[src/rtl/orm_pkg.sv]
`timescale 1ns/1ps
package orm_pkg;
  typedef enum logic {
    MODE_GATHER = 1'b0,
    MODE_WIDE   = 1'b1
  } rate_mode_e;
endpackage

[src/rtl/orm_frame_gather.sv]
`timescale 1ns/1ps
module orm_frame_gather #(
  parameter int LANES = 4,
  parameter int OCT_W = 8
) (
  input  logic                         clk,
  input  logic                         rst,
  input  orm_pkg::rate_mode_e          mode,
  input  logic                         in_valid,
  output logic                         in_ready,
  input  logic [LANES*LANES*OCT_W-1:0] in_data,
  input  logic                         grp_ready,
  output logic                         grp_valid,
  output logic [LANES*LANES*OCT_W-1:0] grp_frames
);
  localparam int FRAME_W = LANES * OCT_W;
  localparam int FRAMES  = LANES;
  localparam int CNT_W   = $clog2(FRAMES);
  localparam logic [CNT_W-1:0] LAST = CNT_W'(FRAMES - 1);

  logic [CNT_W-1:0]   slot_q;
  logic [FRAME_W-1:0] hold_q [FRAMES-1];
  logic               last_slot;
  logic               wide;
  logic               gather_fire;

  assign wide        = (mode == orm_pkg::MODE_WIDE);
  assign last_slot   = (slot_q == LAST);
  assign in_ready    = wide ? grp_ready : (!last_slot || grp_ready);
  assign grp_valid   = in_valid && (wide || last_slot);
  assign gather_fire = in_valid && in_ready && !wide;

  always_ff @(posedge clk) begin
    if (rst) begin
      slot_q <= '0;
    end else if (gather_fire) begin
      slot_q <= last_slot ? '0 : slot_q + CNT_W'(1);
    end
  end

  for (genvar f = 0; f < FRAMES - 1; f++) begin : g_hold
    always_ff @(posedge clk) begin
      if (gather_fire && slot_q == CNT_W'(f)) begin
        hold_q[f] <= in_data[FRAME_W-1:0];
      end
    end
    assign grp_frames[f*FRAME_W +: FRAME_W] =
      wide ? in_data[f*FRAME_W +: FRAME_W] : hold_q[f];
  end

  assign grp_frames[(FRAMES-1)*FRAME_W +: FRAME_W] =
    wide ? in_data[(FRAMES-1)*FRAME_W +: FRAME_W] : in_data[FRAME_W-1:0];
endmodule

[src/rtl/orm_lane_shuffle.sv]
`timescale 1ns/1ps
module orm_lane_shuffle #(
  parameter int LANES = 4,
  parameter int OCT_W = 8
) (
  input  logic [LANES*LANES*OCT_W-1:0] grp_frames,
  output logic [LANES*LANES*OCT_W-1:0] lane_words
);
  localparam int FRAME_W = LANES * OCT_W;
  localparam int FRAMES  = LANES;
  localparam int LANE_W  = FRAMES * OCT_W;

  for (genvar l = 0; l < LANES; l++) begin : g_lane
    localparam int SEL = l ^ 1;
    for (genvar f = 0; f < FRAMES; f++) begin : g_frame
      assign lane_words[l*LANE_W + (FRAMES-1-f)*OCT_W +: OCT_W] =
        grp_frames[f*FRAME_W + SEL*OCT_W +: OCT_W];
    end
  end
endmodule

[src/rtl/orm_out_stage.sv]
`timescale 1ns/1ps
module orm_out_stage #(
  parameter int W = 128
) (
  input  logic         clk,
  input  logic         rst,
  input  logic         load_valid,
  output logic         load_ready,
  input  logic [W-1:0] load_data,
  output logic         out_valid,
  input  logic         out_ready,
  output logic [W-1:0] out_data
);
  assign load_ready = !out_valid || out_ready;

  always_ff @(posedge clk) begin
    if (rst) begin
      out_valid <= 1'b0;
      out_data  <= '0;
    end else if (load_valid && load_ready) begin
      out_valid <= 1'b1;
      out_data  <= load_data;
    end else if (out_ready) begin
      out_valid <= 1'b0;
    end
  end
endmodule

[src/rtl/octet_lane_remapper.sv]
`timescale 1ns/1ps
module octet_lane_remapper #(
  parameter int LANES = 4,
  parameter int OCT_W = 8
) (
  input  logic                         clk,
  input  logic                         rst,
  input  logic                         mode_div4,
  input  logic                         in_valid,
  output logic                         in_ready,
  input  logic [LANES*LANES*OCT_W-1:0] in_data,
  output logic                         out_valid,
  input  logic                         out_ready,
  output logic [LANES*LANES*OCT_W-1:0] out_lanes
);
  localparam int BUS_W = LANES * LANES * OCT_W;

  orm_pkg::rate_mode_e mode;
  logic                grp_valid;
  logic                grp_ready;
  logic [BUS_W-1:0]    grp_frames;
  logic [BUS_W-1:0]    lane_words;

  assign mode = orm_pkg::rate_mode_e'(mode_div4);

  orm_frame_gather #(.LANES(LANES), .OCT_W(OCT_W)) gather_i (
    .clk        (clk),
    .rst        (rst),
    .mode       (mode),
    .in_valid   (in_valid),
    .in_ready   (in_ready),
    .in_data    (in_data),
    .grp_ready  (grp_ready),
    .grp_valid  (grp_valid),
    .grp_frames (grp_frames)
  );

  orm_lane_shuffle #(.LANES(LANES), .OCT_W(OCT_W)) shuffle_i (
    .grp_frames (grp_frames),
    .lane_words (lane_words)
  );

  orm_out_stage #(.W(BUS_W)) stage_i (
    .clk        (clk),
    .rst        (rst),
    .load_valid (grp_valid),
    .load_ready (grp_ready),
    .load_data  (lane_words),
    .out_valid  (out_valid),
    .out_ready  (out_ready),
    .out_data   (out_lanes)
  );
endmodule

[config.mk]
export PLATFORM = sky130hd
export DESIGN_NAME = octet_lane_remapper
export DESIGN_NICKNAME = d
export VERILOG_FILES = /design/src/rtl/orm_pkg.sv /design/src/rtl/orm_frame_gather.sv /design/src/rtl/orm_lane_shuffle.sv /design/src/rtl/orm_out_stage.sv /design/src/rtl/octet_lane_remapper.sv
export SDC_FILE = /design/constraint.sdc
export NUM_CORES = 1
export LEC_CHECK = 0
export ABC_AREA = 1
export BUFFER_PORTS_ARGS = -buffer_cell sky130_fd_sc_hd__buf_2
export CORE_AREA = 2 2 135 137
export DETAILED_ROUTE_END_ITERATION = 10
export DIE_AREA = 0 0 137 139
export GPL_ROUTABILITY_DRIVEN = 0
export GPL_TIMING_DRIVEN = 0
export PLACE_DENSITY = 0.84
export SLEW_MARGIN = 20
export SYNTH_ARGS = -nofsm -noshare
export SYNTH_HDL_FRONTEND = slang
export SYNTH_SLANG_ARGS = --single-unit
[constraint.sdc]
create_clock -name clk -period 4.5 [get_ports clk]
set_clock_uncertainty 0.2 [all_clocks]
set_input_delay 0 -clock clk [delete_from_list [all_inputs] [get_ports clk]]
set_output_delay 0 -clock clk [all_outputs]
set_load 0.005 [all_outputs]
==> results of run 1 <==
[synth_stat cells]
cell type,n
buf_1,1
nand2_2,1
buf_6,12
nor2_1,264
clkbuf_1,36
ha_1,4
nand3_1,1
o21ai_0,63
a21oi_1,2
edfxtp_1,96
dfxtp_1,131
nand2_1,521
inv_2,1
nand3_2,1
buf_4,1
inv_1,170
buf_2,20
[metrics by stage]
step | cell area, um2 | std cells
after floorplan | 9870 | 1325
after global placement | 11500 | 1816
after detailed placement | 11600 | 1819
after CTS | 13900 | 2011
after global routing | 13900 | 2011
final | 13900 | 2011
[final cells by class]
| class | count | area, um2 |
|---|---|---|
| Tap cell | 229 | 287 |
| Timing Repair Buffer | 413 | 2880 |
| Clock inverter | 9 | 126 |
| Sequential cell | 227 | 5510 |
| Fill cell | 1093 | 3790 |
| Inverter | 171 | 642 |
| Multi-Input combinational cell | 857 | 3370 |
| Buffer | 70 | 382 |
| Clock buffer | 35 | 683 |
[what timing repair did]
action	CTS	global route
hold buffers	148	0
endpoints found under the setup margin	0	0
endpoints found under the hold margin	227	0
[sequential cells by signal, indices dropped and copies added, names as in the netlist]
| register | count |
|---|---|
| gather_i.slot_q | 2 |
| stage_i.out_valid | 1 |
| gather_i.hold_q | 96 |
| stage_i.out_data | 128 |
[logic make-up after synthesis]
| group | after synthesis | share of synthesized area [%] |
|---|---|---|
| buf+inv | 241 | 10.4 |
| compound gates | 65 | 3.30 |
| flops | 227 | 55.8 |
| fa+ha+maj | 4 | 0.507 |
| simple gates | 788 | 30.1 |
[layer usage]
layer	up-vias	GRT usage [%]
li1	4816	-
met1	4679	40.6
met2	650	56.2
met3	163	6.29
met4	0	18.5
met5	-	0
[critical path, cell delays in order, from the launching register on]
cell and delay (ps):
dfxtp_1 350, ha_1 190, inv_1 60, nand2_2 70, nand3_2 120, clkbuf_1 440
nor2_1 80, dlygate4sd3_1 610, nor2_1 150, dlygate4sd3_1 590
[where the power goes]
group	internal [W]	total, W	switching [W]
Sequential	0.00226	0.00232	0.0000571
Clock	0.00123	0.00205	0.000822
Combinational	0.000326	0.000759	0.000433
Total	0.00381	0.00513	0.00131
[worst min path at each step]
stage	start	to	slack (ps)
floorplan	rst	stage_i.out_valid$_SDFFE_PP0P_	-130
global placement	rst	stage_i.out_valid$_SDFFE_PP0P_	-4
detailed placement	rst	stage_i.out_valid$_SDFFE_PP0P_	-7
CTS	mode_div4	stage_i.out_data[3]$_SDFFE_PP0P_	8
global route	in_data[6]	gather_i.hold_q[0][6]$_DFFE_PP_	60
finish	mode_div4	stage_i.out_data[3]$_SDFFE_PP0P_	30
==> results by group, run 1 <==
Clocking
  • Post-CTS Setup Bufs: 0
  • Clock Tree Buf Depth: 3
  • Htree depth: 1
  • Post-CTS sizing: 0
  • CTS Sinks: 227
  • Clk Latency, worst-skew pair: 520 ps
  • Clk root buf: clkbuf_16
  • CTS buffer count: 24
  • CTS tree: built
  • Clock transition at path regs: 70 ps

Detailed routing
  • Total number of vias: 10300
  • Antenna Nets Post-Route: 0
  • Met3 wire len: 2920 um
  • Initial DRC count: 890
  • Max Used Layer: met4
  • First-pass DRT Iterations: 5
  • DR WL/cell: 16.5 um
  • M1 WL: 12500 um
  • # DRC: 0
  • Wire length on met2: 15900 um
  • Final wirelength: 33200 um
  • Vias per cell: 5.13

Final layout
  • Final design utilization: 78.5%
  • Layout cells sized above 1: 19.1%
  • Ant diodes: 0
  • Area growth, synth to finish: 40.5%
  • NumNets Final: 1901
  • Most frequent cells in the layout: 521 x nand2_1, 282 x buf_2, 261 x nor2_1, 170 x inv_1, 148 x dlygate4sd3_1
  • Most common cell after layout, fill and taps aside: nand2_1

Pwr
  • Overall Power: 0.00513 W
  • Max rail drop VDD: 0.343 mV
  • Pwr Density: 370 mW/mm2
  • Leak: 7.27 nW

Global route
  • Vias in the first global route: 10200
  • Total GRT Usage: 33.6%
  • Initial antenna violation count: 0
  • First-pass GRT wire length: 50300 um
  • Gr ovfl total: 0
  • Pin count of the biggest net entering global routing: 20

STA
  • Fin. Hold Viols: 0
  • RSZ-0062 raised after global routing: false
  • Relative slew margins: 51.2%
  • Setup ws final: 1580 ps
  • Setup TNS: 0 ps
  • Hold slack final: 32.1 ps
  • Slew Viols, Final: 0
  • # setup viols final: 0
  • Crit share post-route: 64.8%
  • Fmax: 0.343 GHz
  • Final min period: 2920 ps
  • Slew @ Worst Pin: 733 ps

Worst setup path
  • R2r setup slk: 1580 ps
  • R2r startpoint: gather_i.slot_q[1]$_SDFFE_PP0P_
  • Type of origin of the critical path: register
  • R2R depth: 9
  • Required time of the critical path: 4760 ps
  • CP arrival: 3170 ps
  • Crit-path max FO: 10
  • Worst reg2reg endpoint: stage_i.out_data[96]$_SDFFE_PP0P_
  • Crit path from: gather_i.slot_q[1]$_SDFFE_PP0P_
  • Endpoint class of the critical path: register
  • Crit path to: stage_i.out_data[96]$_SDFFE_PP0P_
  • Crit Path Class: register to register

Logic synthesis
  • Synth Register Bits: 227
  • Synth unique cells: 17
  • Area leader, netlist: edfxtp_1
  • Total nets after synthesis: 1462
  • Sequential fraction of the synthesis area: 55.8%
  • Gate Count Post-Synth: 1325
  • Post-Syn Area: 0.00987 mm2
  • Largest cells by area after synthesis: edfxtp_1 29%, dfxtp_1 27%, nand2_1 20%, nor2_1 10%, inv_1 6.5%
  • Ys Warns: 0
  • Syn_area_per_cell: 7.45 um2
  • Share of the synthesized area in the top cell type: 29.2%

Floorplanning
  • Initial core utilization: 55.9%
  • Top Ports: 263
  • Core ar.: 0.0177 mm2
  • Row Count: 49
  • Die X: 137 um
  • Die footprint: 0.0190 mm2
  • Die height: 139 um

Run status
  • Status: finished clean

Placement
  • Post-place setup slack: 2080 ps
  • DP HPWL: 18800 um
  • I/O Buffers: 262

Job
  • Max-cap check violation count: 0

Hold path
  • Hold Crit Depth: 5
  • Hold crit path type: input port to register
(Power assumes the default switching activity.)
==> inputs of run 2 (changes only) <==
--- a/config.mk
+++ b/config.mk
@@ -7,12 +7,12 @@
 export LEC_CHECK = 0
 export ABC_AREA = 1
 export BUFFER_PORTS_ARGS = -buffer_cell sky130_fd_sc_hd__buf_2
-export CORE_AREA = 2 2 135 137
+export CORE_AREA = 2 2 147 149
 export DETAILED_ROUTE_END_ITERATION = 10
-export DIE_AREA = 0 0 137 139
+export DIE_AREA = 0 0 149 151
 export GPL_ROUTABILITY_DRIVEN = 0
 export GPL_TIMING_DRIVEN = 0
-export PLACE_DENSITY = 0.84
+export PLACE_DENSITY = 0.76
 export SLEW_MARGIN = 20
 export SYNTH_ARGS = -nofsm -noshare
 export SYNTH_HDL_FRONTEND = slang
==> constraint.sdc (replaced) <==
create_clock -name clk -period 2.55 [get_ports clk]
set_clock_uncertainty 0.2 [all_clocks]
set_input_delay 0 -clock clk [delete_from_list [all_inputs] [get_ports clk]]
set_output_delay 0 -clock clk [all_outputs]
set_load 0.005 [all_outputs]
==> run 2 against run 1 <==
Sequential cell count stayed put. Die area is 18% higher. Fmax is 23% higher. Critical path type unchanged. Largest power group unchanged.
==> results by group, run 2 (same netlist as run 1, synthesis figures left out) <==
Run status
  • Status: finished clean

STA
  • Fin. Hold Viols: 0
  • Final min period: 2370 ps
  • Relative slew margins: 45.4%
  • Crit share post-route: 93.1%
  • Fmax: 0.421 GHz
  • RSZ-0062 raised after global routing: false
  • Setup ws final: 176 ps
  • Slew @ Worst Pin: 819 ps
  • # setup viols final: 0
  • Slew Viols, Final: 0
  • Hold slack final: 26.4 ps

Final layout
  • Final design utilization: 66.4%
  • Area growth, synth to finish: 40.1%
  • Ant diodes: 0
  • Largest register FFs: 128
  • Most frequent cells in the layout: 521 x nand2_1, 282 x buf_2, 261 x nor2_1, 170 x inv_1, 141 x dlygate4sd3_1
  • Non-filler instance count after layout: 2050
  • Number of fill cells: 1632
  • Biggest regs: stage_i.out_data (128), gather_i.hold_q (96), gather_i.slot_q (2)
  • NumNets Final: 1894
  • Layout cells sized above 1: 19.2%
  • Biggest register: stage_i.out_data
  • Most common cell after layout, fill and taps aside: nand2_1

Worst setup path
  • Endpoint class of the critical path: register
  • CP arrival: 2390 ps
  • Required time of the critical path: 2570 ps
  • R2r setup slk: 180 ps
  • Max incr delay on CP: 560 ps
  • Crit Path Class: register to register
  • Worst-path cell chain: ha_1 -> inv_1 -> nand2_2 -> nand2_1 -> nand2_1 -> nor2_4 -> buf_16
  • Worst path slowest cell: nor2_4
  • Crit-path max FO: 17
  • Crit path top cell by count: nand2_1
  • Type of origin of the critical path: register

Pwr
  • Leak: 7.22 nW
  • Max rail drop VDD: 0.413 mV
  • Pwr Density: 642 mW/mm2
  • Overall Power: 0.00889 W

Clocking
  • Clock Tree Buf Depth: 3
  • Clk Latency, worst-skew pair: 510 ps
  • CTS buffer count: 24
  • CTS Sinks: 227
  • Clock transition at path regs: 60 ps
  • Clk root buf: clkbuf_16
  • Post-CTS sizing: 0
  • Post-CTS Setup Bufs: 0
  • Cts-stage hold buffer count: 141
  • CTS tree: built
  • Htree depth: 1

Detailed routing
  • Initial DRC count: 677
  • Final wirelength: 30600 um
  • Total number of vias: 9668
  • DR WL/cell: 14.9 um
  • First-pass DRT Iterations: 5
  • Antenna Nets Post-Route: 0
  • # DRC: 0
  • Vias per cell: 4.72

Floorplanning
  • Die footprint: 0.0225 mm2
  • Initial core utilization: 47.4%
  • Row Count: 53
  • Core ar.: 0.0208 mm2
  • Die height: 151 um
  • Die X: 149 um
  • Top Ports: 263

Placement
  • Inst Count DP: 1865
  • I/O Buffers: 262
  • DP HPWL: 19400 um
  • Post-place setup slack: 113 ps

Global route
  • First-pass GRT wire length: 46300 um
  • Pin count of the biggest net entering global routing: 24
  • Gr ovfl total: 0
  • Vias in the first global route: 9023
  • Total GRT Usage: 26.1%
  • Initial antenna violation count: 0

Job
  • Max-cap check violation count: 0

Hold path
  • Hold crit path type: input port to register
-- run 2: changes by cell type in the layout (fill, tap and decap cells not counted) --
| cell | previous run | this run |
|---|---|---|
| buf_12 | 0 | 1 |
| buf_16 | 3 | 2 |
| bufinv_16 | 3 | 1 |
| clkbuf_1 | 44 | 42 |
| clkbuf_8 | 2 | 7 |
| clkinv_1 | 0 | 1 |
| clkinv_4 | 1 | 0 |
| clkinvlp_4 | 1 | 0 |
| dlygate4sd3_1 | 148 | 141 |
-- run 2: metal layers --
metal | up-vias | GRT usage [%] | part of all wire, %
li1 | 4794 | - | -
met1 | 4404 | 33.5 | 42
met2 | 406 | 45.2 | 48
met3 | 64 | 4.37 | 7.0
met4 | 0 | 8.14 | 2.6
met5 | - | 0 | 0
-- run 2: per-stage QoR --
step,instance area [um2],setup TNS (ps)
final,13800,0
after global routing,13800,0
after detailed placement,11600,0
after global placement,11500,-133040
after floorplan,9870,-26700
after CTS,13800,0
-- run 2: final cells by class --
type / instances / area (um2) / area share, %
Sequential cell: 227 / 5510 / 39.8
Multi-Input combinational cell: 857 / 3370 / 24.3
Timing Repair Buffer: 406 / 2800 / 20.2
Clock buffer: 38 / 744 / 5.38
Inverter: 171 / 642 / 4.64
Buffer: 70 / 382 / 2.76
Tap cell: 275 / 344 / 2.49
Clock inverter: 6 / 53.8 / 0.389
-- run 2: where the power goes --
group / total [W] / leakage (nW) / switching, W / internal [W]
Combinational: 0.00128 / 4.87 / 0.000716 / 0.000567
Sequential: 0.00408 / 1.96 / 0.0000952 / 0.00399
Clock: 0.00352 / 0.397 / 0.00143 / 0.00209
-- run 2: path summary, 6_finish.rpt --
kind                                           start                                  to  depth (start not counted)
setup / recovery     gather_i.slot_q[1]$_SDFFE_PP0P_    gather_i.hold_q[0][65]$_DFFE_PP_                          7
hold / removal                             mode_div4   stage_i.out_data[66]$_SDFFE_PP0P_                          5
setup reg to reg     gather_i.slot_q[1]$_SDFFE_PP0P_    gather_i.hold_q[0][65]$_DFFE_PP_                          7
hold reg to reg   stage_i.out_data[108]$_SDFFE_PP0P_  stage_i.out_data[108]$_SDFFE_PP0P_                          4
-- run 2: critical path: cells and delay by family, from the launching register on --
| family | cells | cell delay, ps |
|---|---|---|
| simple gates | 4 | 1020 |
| buf+inv | 2 | 300 |
| fa+ha+maj | 1 | 190 |
| flops | 1 | 350 |
